File: config.mk
export PLATFORM = sky130hd
export DESIGN_NAME = bus_turn_idle
export DESIGN_NICKNAME = d
export VERILOG_FILES = /design/src/rtl/bti_pkg.sv /design/src/rtl/bti_cfg_reg.sv /design/src/rtl/bti_history.sv /design/src/rtl/bti_turn_calc.sv /design/src/rtl/bti_seq.sv /design/src/rtl/bus_turn_idle.sv
export SDC_FILE = /design/constraint.sdc
export NUM_CORES = 1
export LEC_CHECK = 0
export BUFFER_PORTS_ARGS = -buffer_cell sky130_fd_sc_hd__buf_2
export CORE_MARGIN = 3
export CORE_UTILIZATION = 48
export DETAILED_ROUTE_END_ITERATION = 10
export PLACE_DENSITY = 0.72
export SYNTH_ARGS = -nofsm -noshare
export SYNTH_HDL_FRONTEND = slang
export SYNTH_HIERARCHICAL = 1
export SYNTH_SLANG_ARGS = --single-unit
File: constraint.sdc
create_clock -name clk -period 1.75 [get_ports clk]
set_input_delay 0.2625 -clock clk [delete_from_list [all_inputs] [get_ports clk]]
set_output_delay 0.2625 -clock clk [all_outputs]
set_load 0.005 [all_outputs]
File: src/rtl/bti_pkg.sv
package bti_pkg;

    localparam int RGN_W  = 3;
    localparam int IDLE_W = 3;

    typedef enum logic [1:0] {
        ST_EVAL  = 2'd0,
        ST_IDLE  = 2'd1,
        ST_GRANT = 2'd2
    } seq_state_e;

    typedef struct packed {
        logic             vld;
        logic [RGN_W-1:0] rgn;
        logic             wr;
    } access_t;

    function automatic logic [IDLE_W-1:0] max_idle(input logic [IDLE_W-1:0] a,
                                                   input logic [IDLE_W-1:0] b);
        return (a > b) ? a : b;
    endfunction

endpackage

File: src/rtl/bti_cfg_reg.sv
module bti_cfg_reg #(
    parameter int                IDLE_W  = 3,
    parameter logic [IDLE_W-1:0] RST_VAL = '1
) (
    input  logic              clk,
    input  logic              rst_n,
    input  logic              wr_en,
    input  logic [IDLE_W-1:0] wr_data,
    output logic [IDLE_W-1:0] idle_cfg
);

    typedef struct packed {
        logic [IDLE_W-1:0] cnt;
    } cfg_t;

    cfg_t cfg_d, cfg_q;

    always_comb begin
        cfg_d = cfg_q;
        if (wr_en) begin
            cfg_d.cnt = wr_data;
        end
    end

    always_ff @(posedge clk) begin
        if (!rst_n) begin
            cfg_q.cnt <= RST_VAL;
        end else begin
            cfg_q <= cfg_d;
        end
    end

    assign idle_cfg = cfg_q.cnt;

endmodule

File: src/rtl/bti_history.sv
module bti_history
    import bti_pkg::*;
(
    input  logic             clk,
    input  logic             rst_n,
    input  logic             take,
    input  logic [RGN_W-1:0] rgn,
    input  logic             wr,
    output access_t          last
);

    access_t hist_d, hist_q;

    always_comb begin
        hist_d = hist_q;
        if (take) begin
            hist_d.vld = 1'b1;
            hist_d.rgn = rgn;
            hist_d.wr  = wr;
        end
    end

    always_ff @(posedge clk) begin
        if (!rst_n) begin
            hist_q <= '0;
        end else begin
            hist_q <= hist_d;
        end
    end

    assign last = hist_q;

endmodule

File: src/rtl/bti_turn_calc.sv
module bti_turn_calc
    import bti_pkg::*;
#(
    parameter int                       NUM_DRAM   = 2,
    parameter logic [NUM_DRAM*RGN_W-1:0] DRAM_RGNS = {3'd5, 3'd4},
    parameter logic [IDLE_W-1:0]        MIN_RD_OUT = 3'd1,
    parameter logic [IDLE_W-1:0]        MIN_WR_OUT = 3'd2,
    parameter logic [IDLE_W-1:0]        MIN_RD_WR  = 3'd2
) (
    input  access_t           last,
    input  logic [RGN_W-1:0]  nxt_rgn,
    input  logic              nxt_wr,
    input  logic [IDLE_W-1:0] idle_cfg,
    output logic [IDLE_W-1:0] need
);

    logic [NUM_DRAM-1:0] hit;

    for (genvar g = 0; g < NUM_DRAM; g++) begin : g_dram_match
        assign hit[g] = (last.rgn == DRAM_RGNS[g*RGN_W +: RGN_W]);
    end

    logic last_dram;
    logic leaving;
    logic rd_to_wr;

    always_comb begin
        last_dram = last.vld && (|hit);
        leaving   = (nxt_rgn != last.rgn);
        rd_to_wr  = !last.wr && nxt_wr;
        need      = '0;
        if (last_dram) begin
            if (leaving) begin
                need = last.wr ? max_idle(idle_cfg, MIN_WR_OUT)
                               : max_idle(idle_cfg, MIN_RD_OUT);
            end else if (rd_to_wr) begin
                need = max_idle(idle_cfg, MIN_RD_WR);
            end else begin
                need = idle_cfg;
            end
        end
    end

endmodule

File: src/rtl/bti_seq.sv
module bti_seq
    import bti_pkg::*;
(
    input  logic              clk,
    input  logic              rst_n,
    input  logic              req_valid,
    input  logic [IDLE_W-1:0] need,
    output logic              grant,
    output logic              idle_active
);

    typedef struct packed {
        seq_state_e        state;
        logic [IDLE_W-1:0] cnt;
        logic              grant;
    } seq_t;

    seq_t seq_d, seq_q;

    always_comb begin
        seq_d = seq_q;
        unique case (seq_q.state)
            ST_EVAL: begin
                if (req_valid) begin
                    if (need == '0) begin
                        seq_d.state = ST_GRANT;
                        seq_d.grant = 1'b1;
                    end else begin
                        seq_d.state = ST_IDLE;
                        seq_d.cnt   = need;
                    end
                end
            end
            ST_IDLE: begin
                if (seq_q.cnt <= 1) begin
                    seq_d.state = ST_GRANT;
                    seq_d.cnt   = '0;
                    seq_d.grant = 1'b1;
                end else begin
                    seq_d.cnt = seq_q.cnt - 1'b1;
                end
            end
            ST_GRANT: begin
                if (req_valid) begin
                    seq_d.state = ST_EVAL;
                    seq_d.grant = 1'b0;
                end
            end
            default: begin
                seq_d.state = ST_EVAL;
                seq_d.cnt   = '0;
                seq_d.grant = 1'b0;
            end
        endcase
    end

    always_ff @(posedge clk) begin
        if (!rst_n) begin
            seq_q.state <= ST_EVAL;
            seq_q.cnt   <= '0;
            seq_q.grant <= 1'b0;
        end else begin
            seq_q <= seq_d;
        end
    end

    assign grant       = seq_q.grant;
    assign idle_active = (seq_q.state == ST_IDLE);

endmodule

File: src/rtl/bus_turn_idle.sv
module bus_turn_idle
    import bti_pkg::*;
#(
    parameter int                        NUM_DRAM   = 2,
    parameter logic [NUM_DRAM*RGN_W-1:0] DRAM_RGNS  = {3'd5, 3'd4},
    parameter logic [IDLE_W-1:0]         CFG_RST    = 3'd7,
    parameter logic [IDLE_W-1:0]         MIN_RD_OUT = 3'd1,
    parameter logic [IDLE_W-1:0]         MIN_WR_OUT = 3'd2,
    parameter logic [IDLE_W-1:0]         MIN_RD_WR  = 3'd2
) (
    input  logic              clk,
    input  logic              rst_n,
    input  logic              cfg_wr_en,
    input  logic [IDLE_W-1:0] cfg_wr_data,
    input  logic              req_valid,
    input  logic [RGN_W-1:0]  req_region,
    input  logic              req_write,
    output logic              grant,
    output logic              bus_start,
    output logic              idle_active
);

    logic [IDLE_W-1:0] idle_cfg;
    logic [IDLE_W-1:0] need;
    access_t           last;
    logic              take;

    assign take      = req_valid && grant;
    assign bus_start = take;

    bti_cfg_reg #(
        .IDLE_W  (IDLE_W),
        .RST_VAL (CFG_RST)
    ) u_cfg (
        .clk      (clk),
        .rst_n    (rst_n),
        .wr_en    (cfg_wr_en),
        .wr_data  (cfg_wr_data),
        .idle_cfg (idle_cfg)
    );

    bti_history u_hist (
        .clk   (clk),
        .rst_n (rst_n),
        .take  (take),
        .rgn   (req_region),
        .wr    (req_write),
        .last  (last)
    );

    bti_turn_calc #(
        .NUM_DRAM   (NUM_DRAM),
        .DRAM_RGNS  (DRAM_RGNS),
        .MIN_RD_OUT (MIN_RD_OUT),
        .MIN_WR_OUT (MIN_WR_OUT),
        .MIN_RD_WR  (MIN_RD_WR)
    ) u_calc (
        .last     (last),
        .nxt_rgn  (req_region),
        .nxt_wr   (req_write),
        .idle_cfg (idle_cfg),
        .need     (need)
    );

    bti_seq u_seq (
        .clk         (clk),
        .rst_n       (rst_n),
        .req_valid   (req_valid),
        .need        (need),
        .grant       (grant),
        .idle_active (idle_active)
    );

endmodule

---- Word level (Yosys, flattened, before mapping) ----
Cells that the tools add are included.
word-level totals
  word-level logic and storage cells ...... 50
  register bits ........................... 14
  output and inout port bits .............. 3
cells by class
  $lt $le $gt $ge ......................... 3
  multiplexer cells ....................... 18
  eq/ne operators ......................... 10
  add/subtract/negate cells ............... 1
  reductions and logical operators ........ 10
  bitwise gates (word level) .............. 1
operators with widths
  cell                                                                              count
  3-bit 2-to-1 mux                                                                  8
  3-bit one-hot mux with 3 select lines                                             1
  3-bit == test, second input constant                                              2
  2-bit 2-to-1 mux                                                                  3
  6-bit 2-to-1 mux                                                                  1
  2-bit != test, second input constant                                              3
  2-bit one-hot mux with 3 select lines                                             1
  3-bit AND reduction                                                               2
  2-bit by 1-bit != test with 1-bit output, second input constant                   2
  4-bit AND reduction                                                               1
  3-bit by 1-bit > comparator with 1-bit output, second input constant              1
  3-bit by 2-bit > comparator with 1-bit output, second input constant              1
  3-bit by 1-bit less-or-equal comparator with 1-bit output, second input constant  1
  1-bit logical AND                                                                 3
  3-bit logical NOT                                                                 1
  1-bit 2-to-1 mux                                                                  3
  3-bit != test                                                                     1
  1-bit one-hot mux with 3 select lines                                             1
  3-bit by 1-bit subtractor with 3-bit output, second input constant                1
  2-bit by 1-bit == test with 1-bit output, second input constant                   1
  2-bit == test, second input constant                                              1
  2-bit logical NOT                                                                 1
  2-bit OR reduction                                                                1
  1-bit logical NOT                                                                 1
  1-bit NOT                                                                         1

---- Depth between registers and ports, before layout ----
Gate-level depths: netlist of the first run.
  word-level depth ........................ 9
  gate-level depth with buffers ........... 8

---- By module ----
The synthesis of the first run kept the hierarchy.
by module, submodules not included
  module         instances  area each (um^2)  cells an instance
  bti_seq        1          390.4             46
  bti_history    1          183.9             15
  bti_turn_calc  1          113.9             18
  bti_cfg_reg    1          101.3             9
  bus_turn_idle  1          6.3               1

---- Worst setup path before layout of the first run ----
Ideal clock, no wire load.
  path kind ............................... reg2reg
  from .................................... register u_hist.hist_q, in the netlist u_hist/last[3]
  to ...................................... register u_seq/seq_q[5] (netlist name)
  setup slack ............................. 13 ps
  buffers on the path ..................... 0
  arrival ................................. 1649 ps
  stages on the path, launching flop included .. 9
  library setup time ...................... 88 ps
  cells stage by stage .................... dfxtp_1 xor2_1 nor3_1 or4_1 a31oi_1 or3_4 o21bai_4 nand2_1 o32ai_2
between the ends
  longest elaborated chain between the ends .. 8
  elaborated cells between the ends (all ways) .. 11
ends and longest elaborated chain
  item                                     RTL line             source
  start, declared                          bti_history.sv:12    access_t hist_d, hist_q;
  start signal, assigned                   bti_history.sv:27    hist_q <= hist_d;
  3-bit == test                            bti_turn_calc.sv:20  assign hit[g] = (last.rgn == DRAM_RGNS[g*RGN_W +: RGN_W]);
  2-bit OR reduction                       bti_turn_calc.sv:28  last_dram = last.vld && (|hit);
  1-bit logical AND                        bti_turn_calc.sv:28
  3-bit 2-to-1 mux *                       bti_turn_calc.sv:32  if (last_dram) begin
  net need[0]                              bus_turn_idle.sv:24  logic [IDLE_W-1:0] need;
  3-bit logical NOT *                      bti_seq.sv:25        if (need == '0) begin
  2-bit 2-to-1 mux *                       bti_seq.sv:25
  6-bit 2-to-1 mux *                       bti_seq.sv:24        if (req_valid) begin
  2-bit one-hot mux with 3 select lines *  bti_seq.sv:22        unique case (seq_q.state)
  end signal, assigned                     bti_seq.sv:63        seq_q <= seq_d;
  end, declared                            bti_seq.sv:18        seq_t seq_d, seq_q;
Mark *: on every way through the listed nets, which the timed path passes. The rest lies on a longest branch. The select of a mux whose other input is x is not followed.
A chain may end at the register's enable or synchronous reset.

---- Final worst setup path of the first run ----
  from .................................... register u_hist.hist_q, in the netlist u_hist/last[2]
  to ...................................... register u_seq/seq_q[5] (netlist name)
The elaborated chain is that of the path after synthesis.

==> implementation parameters, run 1 <==
Parameter                              Value

Clock tree
  Max clock buf depth    2
  TritonCTS clock tree    done
  Num CTS Buffers    3
  # hold bufs at CTS    0
  Clock sink total    14
  Clock latency at the later pin of the worst-skew pair    0.27 ns
  Number of H-tree levels    1
  Clock-pin slew on the worst setup and hold paths    0.08 ns
  CTS root buf    sky130_fd_sc_hd__clkbuf_4

Floorplanning
  Standard-cell rows    14
  Starting density of the core    0.516
  Vertical die dimension    46.7 µm
  Horiz. Die Dim    46.7 µm
  Placeable core region    0.00154 mm²
  Overall die area    0.00218 mm²
  Number of primary I/O pins    14

Layout
  Sequential standard cell area    283 µm²
  Top library cells by usage in the layout, fill and taps aside    sky130_fd_sc_hd__buf_2 (13), sky130_fd_sc_hd__dfxtp_1 (12), sky130_fd_sc_hd__nand2_1 (11), sky130_fd_sc_hd__mux2i_1 (7), sky130_fd_sc_hd__buf_4 (6)
  Share of the core filled with cells    0.636
  Syn-to-layout area delta    23.1%
  Count of inserted antenna diode cells    0
  Layout cell share with drive strength beyond 1    0.349
  Area used by multi-input combinational logic    526 µm²
  Most frequent standard cell in the layout excluding fill and tap cells    sky130_fd_sc_hd__buf_2
  Final net count    124
  Fill cell total of the finished layout    127

Hold path
  Worst hold path type    input port to register

Yosys
  Primary FF master, synth    sky130_fd_sc_hd__dfxtp_1
  Cell Area, Synth    796 µm²
  Number of warnings printed during yosys synthesis    6
  Number of distinct library cells after synthesis    34
  Number of synthesized register bits    14
  Avg Inst Size Synth    8.94 µm²
  Net Count, Synth    102
  Sequential cell area fraction in the yosys report    0.352
  Number of enable-type register cells in the synthesized netlist    0
  Async set-reset flop share out of synthesis    0
  Cells after Synth    89

Drt
  1st-pass router iterations    4
  DRC violation total after the first TritonRoute iteration    11
  Mean number of vias per cell    5.55
  Final wirelength    1600 µm
  Post-DR wirelength/cell    12.8 µm
  Number of design rule violations left after detail routing    0
  Via count    694
  Post-route antenna net violation count    0

GRT
  Via count of the first global-routing pass    638
  Total congestion overflow after global routing    0
  Pin count of the biggest net entering global routing    15
  Wire length of the first global-routing pass    2720 µm
  Busiest layer in global routing    met2
  Met2 Use GR    0.280
  Met3 Use GR    0.0352
  Overall track demand over capacity in global routing    0.168
  Number of antenna violations at the first check in global routing    0
  Met1 layer usage reported by global route    0.224

Status
  Violated checks    negative setup slack
  Status    finished, violations left

Setup path
  Crit path capture type    register
  Crit start category    register
  CP Data Required Time    1.94 ns
  Largest fanout of any net on the critical path    3
  Crit path DAT    2.02 ns
  Critical path start-end classification    register to register

Pwr
  Final Power    615 µW
  Maximum ir drop on the vdd rail    0.000402 V
  Power Density    628 mW/mm²
  Static power due to leakage    0.401 nW

Place
  Number of input and output port buffers inserted    13
  Final HPWL from detailed placement    1140 µm
  Gp weighted congestion    0.796

STA
  Unrepaired setup endpoints after global routing    true
  Final Hold Fails    0
  Worst Tran Pin Value    0.370 ns
  Worst Skew    0.00159 ns
  Worst Slack Setup Final    -0.0856 ns
  Slew Limit Headroom    0.753
  Max Transition Viols Final    0
  Maximum clock frequency    0.545 GHz
  Minimum clock period after layout    1.84 ns
  Final setup violation count    5
  Final period util    1.05

Run
  Total of max-cap violations    0
==> routing by layer <==
layer  part of all wire  routed length (µm)  vias to the layer above
met5                  0                   0                        -
met1               0.48                 775                      319
met4             0.0031                   5                        0
met3              0.043                  69                        2
met2               0.47                 748                       14
li1                   -                   -                      359
==> cell usage after synthesis, drive strengths merged, types with 3 or more instances <==
cell type / n / area [µm²]
dfxtp: 14 / 280
nand2: 12 / 45.0
mux2i: 7 / 70.1
inv: 5 / 18.8
nor2: 5 / 18.8
nor2b: 5 / 31.3
o21ai: 4 / 23.8
a21oi: 3 / 18.8
o32ai: 3 / 33.8
xor2: 3 / 26.3
==> stage by stage <==
stage	hold slack (ns)	instances	worst slack, ns	TNS [ns]	instance area, µm²
final	0.206	125	-0.0856	-0.318	980
after global routing	0.205	125	-0.160	-0.810	980
after CTS	0.199	124	-0.0688	-0.176	966
after detailed placement	0.473	119	-0.230	-0.879	887
after global placement	0.459	119	-0.132	-0.483	887
after floorplan	0.324	89	0.0129	0	796
==> flip-flops by register name, summed over array words and instances, names as in the netlist <==
register / flops
u_cfg/idle_cfg: 3
u_hist/last: 5
u_seq/grant: 1
u_seq/seq_q: 5
==> report_power, final <==
part,switching [mW],internal [mW]
Combinational,0.0454,0.0467
Clock,0.0952,0.0795
Sequential,0.0149,0.333
Total,0.155,0.459
==> timing repair <==
| item | in CTS | in global routing |
|---|---|---|
| pin swaps | 4 | 1 |
| buffers inserted | 2 | 1 |
| endpoints found under the setup margin | 5 | 6 |
| gates resized for setup | 9 | 2 |
==> cells by family after synthesis <==
logic type	Yosys count	synth area share
and+or+nand+nor	36	0.247
AOI/OAI and AO/OA	20	0.204
DFF	14	0.352
buffers and inverters	7	0.0440
muxes	7	0.0881
xor gates and xnor gates	3	0.0330
adders and majority gates	2	0.0314
==> worst paths after layout <==
kind | start | end | slack [ns] | cells after the start
min reg2reg | u_hist/last[4] | u_hist/last[4] | 0.49 | 1
min | cfg_wr_data[0] | u_cfg/idle_cfg[0] | 0.21 | 3
max reg2reg | u_hist/last[2] | u_seq/seq_q[5] | -0.09 | 8
max | u_hist/last[2] | u_seq/seq_q[5] | -0.09 | 8
==> worst max-delay path: stages (launching register included) <==
cell	delay (ns)
sky130_fd_sc_hd__dfxtp_2	0.33
sky130_fd_sc_hd__xor2_1	0.16
sky130_fd_sc_hd__nor3_2	0.27
sky130_fd_sc_hd__or4_4	0.18
sky130_fd_sc_hd__a31oi_4	0.08
sky130_fd_sc_hd__or3_4	0.42
sky130_fd_sc_hd__o21bai_4	0.14
sky130_fd_sc_hd__nand2_1	0.08
sky130_fd_sc_hd__o32ai_2	0.09
==> cell type report <==
class	count	area share
Multi-Input combinational cell	68	0.536
Timing Repair Buffer	19	0.112
Inverter	5	0.0192
Sequential cell	14	0.289
Clock buffer	3	0.0230
Tap cell	16	0.0204
Power figures use the tool's default switching activity.
==> inputs of run 2 (changes only) <==
--- a/config.mk
+++ b/config.mk
@@ -9,7 +9,7 @@
 export CORE_MARGIN = 3
 export CORE_UTILIZATION = 48
 export DETAILED_ROUTE_END_ITERATION = 10
-export PLACE_DENSITY = 0.72
+export PLACE_DENSITY = 0.73
 export SYNTH_ARGS = -nofsm -noshare
 export SYNTH_HDL_FRONTEND = slang
 export SYNTH_HIERARCHICAL = 1
==> run 2 against run 1 <==
Net effect: the flow still finishes with violations (negative setup slack); cell area increased by 1.0%; die area unchanged; clock power increased by 29%; register-to-register slack improved by 0.05 ns; first-iteration DRC count decreased by 45%; cell count increased by 0.80%; critical path depth unchanged; non-clock buffer count unchanged; worst hold slack got worse by 0.0070 ns; combinational power decreased by 3.8%.
==> implementation parameters, run 2 (same netlist as run 1, synthesis figures left out) <==
Parameter                              Value

Setup path
  Crit path capture type    register
  Crit start category    register
  CP Data Required Time    1.95 ns (about the same)
  Critical path start-end classification    register to register
  Largest fanout of any net on the critical path    4 (+1)
  Crit path DAT    1.98 ns (-0.04 ns)

GRT
  Wire length of the first global-routing pass    2610 µm (-4.0%)
  Number of antenna violations at the first check in global routing    0 (unchanged)
  Via count of the first global-routing pass    616 (-3.4%)
  Total congestion overflow after global routing    0 (unchanged)
  Pin count of the biggest net entering global routing    15 (unchanged)
  Overall track demand over capacity in global routing    0.169 (+0.000917)

Drt
  1st-pass router iterations    4 (unchanged)
  Post-route antenna net violation count    0 (unchanged)
  DRC violation total after the first TritonRoute iteration    6 (-5)
  Mean number of vias per cell    5.47 (-1.5%)
  Number of design rule violations left after detail routing    0 (unchanged)
  Via count    689 (-0.72%)
  Final wirelength    1540 µm (-3.6%)
  Post-DR wirelength/cell    12.2 µm (-4.4%)

Floorplanning
  Number of primary I/O pins    14 (unchanged)
  Placeable core region    0.00154 mm² (unchanged)
  Starting density of the core    0.516 (unchanged)
  Standard-cell rows    14 (unchanged)
  Vertical die dimension    46.7 µm (unchanged)
  Horiz. Die Dim    46.7 µm (unchanged)
  Overall die area    0.00218 mm² (unchanged)

STA
  Worst Skew    0.00343 ns (+0.00184 ns)
  Final setup violation count    3 (-2)
  Maximum clock frequency    0.561 GHz (+3.0%)
  Unrepaired setup endpoints after global routing    true
  Worst Tran Pin Value    0.290 ns (-0.0800 ns)
  Worst Slack Setup Final    -0.0315 ns (+0.0540 ns)
  Max Transition Viols Final    0 (unchanged)
  Minimum clock period after layout    1.78 ns (-0.0540 ns)
  Final period util    1.02 (-0.0309)
  Final Hold Fails    0 (unchanged)
  Slew Limit Headroom    0.805 (+0.0520)
  Summed negative setup slack over all endpoints    -0.0325 ns (+0.285 ns)

Layout
  Number of non-filler instances in the completed layout    126 (+0.80%)
  Syn-to-layout area delta    24.4%
  Count of inserted antenna diode cells    0 (unchanged)
  Top library cells by usage in the layout, fill and taps aside    sky130_fd_sc_hd__buf_2 (13), sky130_fd_sc_hd__nand2_1 (12), sky130_fd_sc_hd__dfxtp_1 (11), sky130_fd_sc_hd__mux2i_1 (7), sky130_fd_sc_hd__buf_4 (6)
  Most frequent standard cell in the layout excluding fill and tap cells    sky130_fd_sc_hd__buf_2
  Share of the core filled with cells    0.642 (+0.00649)
  Layout cell share with drive strength beyond 1    0.355 (+0.00592)
  Final net count    124 (unchanged)

Pwr
  Final Power    662 µW (+7.7%)
  Flop pwr share    0.525 (-0.041)
  Total internal power    504 µW (+9.8%)
  Power Density    669 mW/mm² (+6.6%)
  Clock share of power    0.342 (+0.058)
  Sw Ratio    0.238 (-0.0146)
  Static power due to leakage    0.407 nW (+1.7%)
  Comb pwr share    0.134 (-0.016)
  Maximum ir drop on the vdd rail    0.000547 V (+36%)
  Total net switching power    158 µW (+1.5%)

Clock tree
  Max clock buf depth    2 (unchanged)
  Number of H-tree levels    1 (unchanged)
  CTS root buf    sky130_fd_sc_hd__clkbuf_4
  Setup Buffers After CTS    0 (-2)
  Clock latency at the later pin of the worst-skew pair    0.28 ns (about the same)
  Clock-pin slew on the worst setup and hold paths    0.08 ns (about the same)
  Num CTS Buffers    3 (unchanged)
  # hold bufs at CTS    0 (unchanged)
  TritonCTS clock tree    done
  Clock sink total    14 (unchanged)

Place
  Final HPWL from detailed placement    1140 µm (-0.36%)
  Setup WS pre-CTS    -0.126 ns (+0.104 ns)
  Gp weighted congestion    0.784 (-1.5%)
  Number of input and output port buffers inserted    13 (unchanged)
  DP Cell Count    122 (+2.5%)

Run
  Total of max-cap violations    0 (unchanged)

Hold path
  Worst hold path type    input port to register

Status
  Violated checks    negative setup slack
  Status    finished, violations left
## run 2: worst paths after layout
kind / start / end / slack [ns] / cells after the start
hold reg to reg: u_hist/last[4] / u_hist/last[4] / 0.51 / 1
setup reg to reg: u_hist/last[2] / u_seq/seq_q[5] / -0.03 / 8
hold / removal: cfg_wr_data[0] / u_cfg/idle_cfg[0] / 0.20 / 3
setup / recovery: u_hist/last[2] / u_seq/seq_q[5] / -0.03 / 8
## run 2: worst max-delay path: stages (launching register included)
cell	delay (ns)
sky130_fd_sc_hd__dfxtp_2	0.33
sky130_fd_sc_hd__xor2_1	0.16
sky130_fd_sc_hd__nor3_2	0.26
sky130_fd_sc_hd__or4_1	0.16
sky130_fd_sc_hd__a31oi_2	0.08
sky130_fd_sc_hd__or3_4	0.40
sky130_fd_sc_hd__o21bai_4	0.13
sky130_fd_sc_hd__nand2_1	0.08
sky130_fd_sc_hd__o32ai_2	0.09
## run 2: metrics by stage
stage | area, µm² | hold WS (ns)
6_report | 990 | 0.199
5_1_grt | 990 | 0.200
4_1_cts | 962 | 0.192
3_5_place_dp | 910 | 0.477
3_3_place_gp | 910 | 0.464
2_1_floorplan | 796 | 0.324
## run 2: final cells by class
cell class	instances	area, µm²
multi-input combinational	68	520
fill	127	552
inverter	5	18.8
tap	16	20.0
sequential	14	284
timing repair buffer	19	110
clock buffer	4	36.3
## run 2: timing repair
action / in CTS / in global routing
gates resized for setup: 6 / 7
pin swaps: 1 / 5
setup endpoints to repair: 5 / 6
## run 2: per-layer routing
metal | track usage | wire length (µm)
met5 | 0 | 0
met4 | 0.0663 | 13
met3 | 0.0586 | 82
met2 | 0.258 | 730
met1 | 0.218 | 715
## run 2: power by group through the flow
stage | registers [mW] | clock network (mW) | logic (mW)
final | 0.348 | 0.226 | 0.0885
after global routing | 0.350 | 0.255 | 0.0984
after CTS | 0.347 | 0.235 | 0.0865
after detailed placement | 0.354 | 0 | 0.0837
after global placement | 0.353 | 0 | 0.0815
after floorplan | 0.351 | 0 | 0.0535
==> inputs of run 3 (changes only) <==
--- a/config.mk
+++ b/config.mk
@@ -6,10 +6,12 @@
 export NUM_CORES = 1
 export LEC_CHECK = 0
 export BUFFER_PORTS_ARGS = -buffer_cell sky130_fd_sc_hd__buf_2
+export CELL_PAD_IN_SITES_DETAIL_PLACEMENT = 0
+export CELL_PAD_IN_SITES_GLOBAL_PLACEMENT = 1
 export CORE_MARGIN = 3
-export CORE_UTILIZATION = 48
+export CORE_UTILIZATION = 36
 export DETAILED_ROUTE_END_ITERATION = 10
-export PLACE_DENSITY = 0.73
+export PLACE_DENSITY_LB_ADDON = 0.1
 export SYNTH_ARGS = -nofsm -noshare
 export SYNTH_HDL_FRONTEND = slang
 export SYNTH_HIERARCHICAL = 1
==> run 3 against run 2 <==
Net effect: sequential power barely moved; worst hold slack worse by 0.0086 ns; the flow still finishes with violations (negative setup slack); critical path depth did not move; clock skew about the same; first-iteration DRC count is 100% higher; highest routed layer unchanged; setup slack got worse by 0.033 ns.
==> implementation parameters, run 3 (same netlist as run 1, synthesis figures left out) <==
Parameter                              Value

Layout
  Syn-to-layout area delta    26.7%
  Count of inserted antenna diode cells    0 (unchanged)
  Share of the core filled with cells    0.499 (-0.143)
  Layout cell share with drive strength beyond 1    0.364 (+0.00909)
  Most frequent standard cell in the layout excluding fill and tap cells    sky130_fd_sc_hd__buf_2
  Number of non-filler instances in the completed layout    137 (+8.7%)
  Top library cells by usage in the layout, fill and taps aside    sky130_fd_sc_hd__buf_2 (13), sky130_fd_sc_hd__nand2_1 (11), sky130_fd_sc_hd__dfxtp_1 (11), sky130_fd_sc_hd__mux2i_1 (7), sky130_fd_sc_hd__buf_4 (6)
  Final net count    125 (+0.81%)

STA
  Final Hold Fails    0 (unchanged)
  Final setup violation count    5 (+2)
  Slew Limit Headroom    0.740 (-0.0651)
  Worst Slack Setup Final    -0.0648 ns (-0.0332 ns)
  Unrepaired setup endpoints after global routing    true
  Maximum clock frequency    0.551 GHz (-1.8%)
  Worst Tran Pin Value    0.390 ns (+0.0996 ns)
  Min Hold Slack    0.191 ns (-0.00861 ns)
  Max Transition Viols Final    0 (unchanged)
  Minimum clock period after layout    1.81 ns (+0.0332 ns)
  Final period util    1.04 (+0.0190)
  Summed negative setup slack over all endpoints    -0.234 ns (-0.202 ns)
  Worst Skew    0.00312 ns (-0.000310 ns)

Drt
  DRC violation total after the first TritonRoute iteration    12 (+6)
  Final wirelength    1610 µm (+4.2%)
  1st-pass router iterations    4 (unchanged)
  Number of design rule violations left after detail routing    0 (unchanged)
  Post-DR wirelength/cell    11.7 µm (-4.1%)
  Post-route antenna net violation count    0 (unchanged)
  Mean number of vias per cell    5.13 (-6.2%)
  Via count    703 (+2.0%)

GRT
  Number of antenna violations at the first check in global routing    0 (unchanged)
  Pin count of the biggest net entering global routing    15 (unchanged)
  Total congestion overflow after global routing    0 (unchanged)
  Via count of the first global-routing pass    600 (-2.6%)
  Overall track demand over capacity in global routing    0.126 (-0.0424)
  Wire length of the first global-routing pass    2510 µm (-3.7%)

Pwr
  Flop pwr share    0.559 (+0.034)
  Total internal power    460 µW (-8.7%)
  Sw Ratio    0.260 (+0.0214)
  Final Power    622 µW (-6.1%)
  Power Density    617 mW/mm² (-7.8%)
  Clock share of power    0.294 (-0.048)
  Comb pwr share    0.147 (+0.013)
  Static power due to leakage    0.406 nW (-0.33%)
  Total net switching power    161 µW (+2.3%)
  Maximum ir drop on the vdd rail    0.000407 V (-26%)

Clock tree
  Max clock buf depth    2 (unchanged)
  CTS root buf    sky130_fd_sc_hd__clkbuf_4
  Num CTS Buffers    3 (unchanged)
  Number of H-tree levels    1 (unchanged)
  Clock latency at the later pin of the worst-skew pair    0.28 ns (about the same)
  TritonCTS clock tree    done
  # hold bufs at CTS    0 (unchanged)
  Clock sink total    14 (unchanged)
  Clock-pin slew on the worst setup and hold paths    0.08 ns (about the same)

Floorplanning
  Standard-cell rows    16 (+2)
  Overall die area    0.00281 mm² (+29%)
  Number of primary I/O pins    14 (unchanged)
  Placeable core region    0.00202 mm² (+31%)
  Vertical die dimension    53.0 µm (+13%)
  Horiz. Die Dim    53.0 µm (+13%)
  Starting density of the core    0.394 (-0.123)

Setup path
  Crit path DAT    1.98 ns (about the same)
  Depth of the most critical reg-to-reg path    8 (unchanged)
  Critical path start-end classification    register to register
  Largest stage delay on the critical path    0.43 ns (+0.03 ns)
  Series of cell instances along the critical path    xor2_1, nor3_2, or4_4, a31oi_4, buf_6, o21ai_0, a22oi_1, o32ai_1
  CP Data Required Time    1.91 ns (-0.04 ns)
  Crit path capture type    register
  Critical path's slowest cell    sky130_fd_sc_hd__or4_4
  Crit start category    register
  Largest fanout of any net on the critical path    3 (-1)

Place
  DP Cell Count    132 (+8.2%)
  Gp weighted congestion    0.741 (-5.5%)
  Final HPWL from detailed placement    1150 µm (+0.71%)
  Number of input and output port buffers inserted    13 (unchanged)

Hold path
  Worst hold path cell count    3 (unchanged)
  Worst hold path type    input port to register

Status
  Status    finished, violations left
  Violated checks    negative setup slack

Run
  Total of max-cap violations    0 (unchanged)
==> run 3: cell type report <==
| type | instances | area (µm²) |
|---|---|---|
| clock buffers | 3 | 22.5 |
| multi-input cells | 68 | 528 |
| well taps | 27 | 33.8 |
| flip-flops and latches | 14 | 284 |
| inverters | 5 | 18.8 |
| repair buffers | 20 | 121 |
| fillers | 213 | 1010 |
==> run 3: through the flow <==
| stage | instance area (µm²) | worst slack, ns |
|---|---|---|
| 2_1_floorplan | 796 | 0.0129 |
| 3_3_place_gp | 916 | -0.158 |
| 3_5_place_dp | 916 | -0.248 |
| 4_1_cts | 958 | -0.0643 |
| 5_1_grt | 1010 | -0.176 |
| 6_report | 1010 | -0.0648 |
==> run 3: path summary, 6_finish.rpt <==
check / start / to / slack, ns
worst max-delay path: u_hist/last[2] / u_seq/seq_q[2] / -0.06
worst min-delay path: cfg_wr_data[0] / u_cfg/idle_cfg[0] / 0.19
worst max register to register: u_hist/last[2] / u_seq/seq_q[2] / -0.06
worst min register to register: u_hist/last[4] / u_hist/last[4] / 0.49
==> run 3: what timing repair did <==
item                       CTS  global route
setup endpoints to repair    5             6
gates resized for setup      3            10
buffers inserted             1             1
pin swaps                    1             7
==> run 3: worst max-delay path, delay by kind of cell, from the launching register on <==
kind            cells  cell delay (ns)
flops               1             0.35
xor+xnor            1             0.17
simple gates        2             0.51
compound gates      4             0.55
buf+inv             1             0.12
==> run 3: power by group through the flow <==
stage,Clock [mW],Combinational [mW],Sequential (mW)
floorplan,0,0.0535,0.351
global placement,0,0.0827,0.354
detailed placement,0,0.0829,0.354
CTS,0.190,0.0876,0.347
global route,0.204,0.101,0.351
finish,0.183,0.0913,0.348
==> run 3: metal layers <==
layer | vias to the layer above | wire [µm] | global-route usage
met5 | - | 0 | 0
met4 | 0 | 18 | 0.0894
met3 | 2 | 78 | 0.0282
met2 | 17 | 718 | 0.186
met1 | 326 | 791 | 0.160
li1 | 358 | - | -
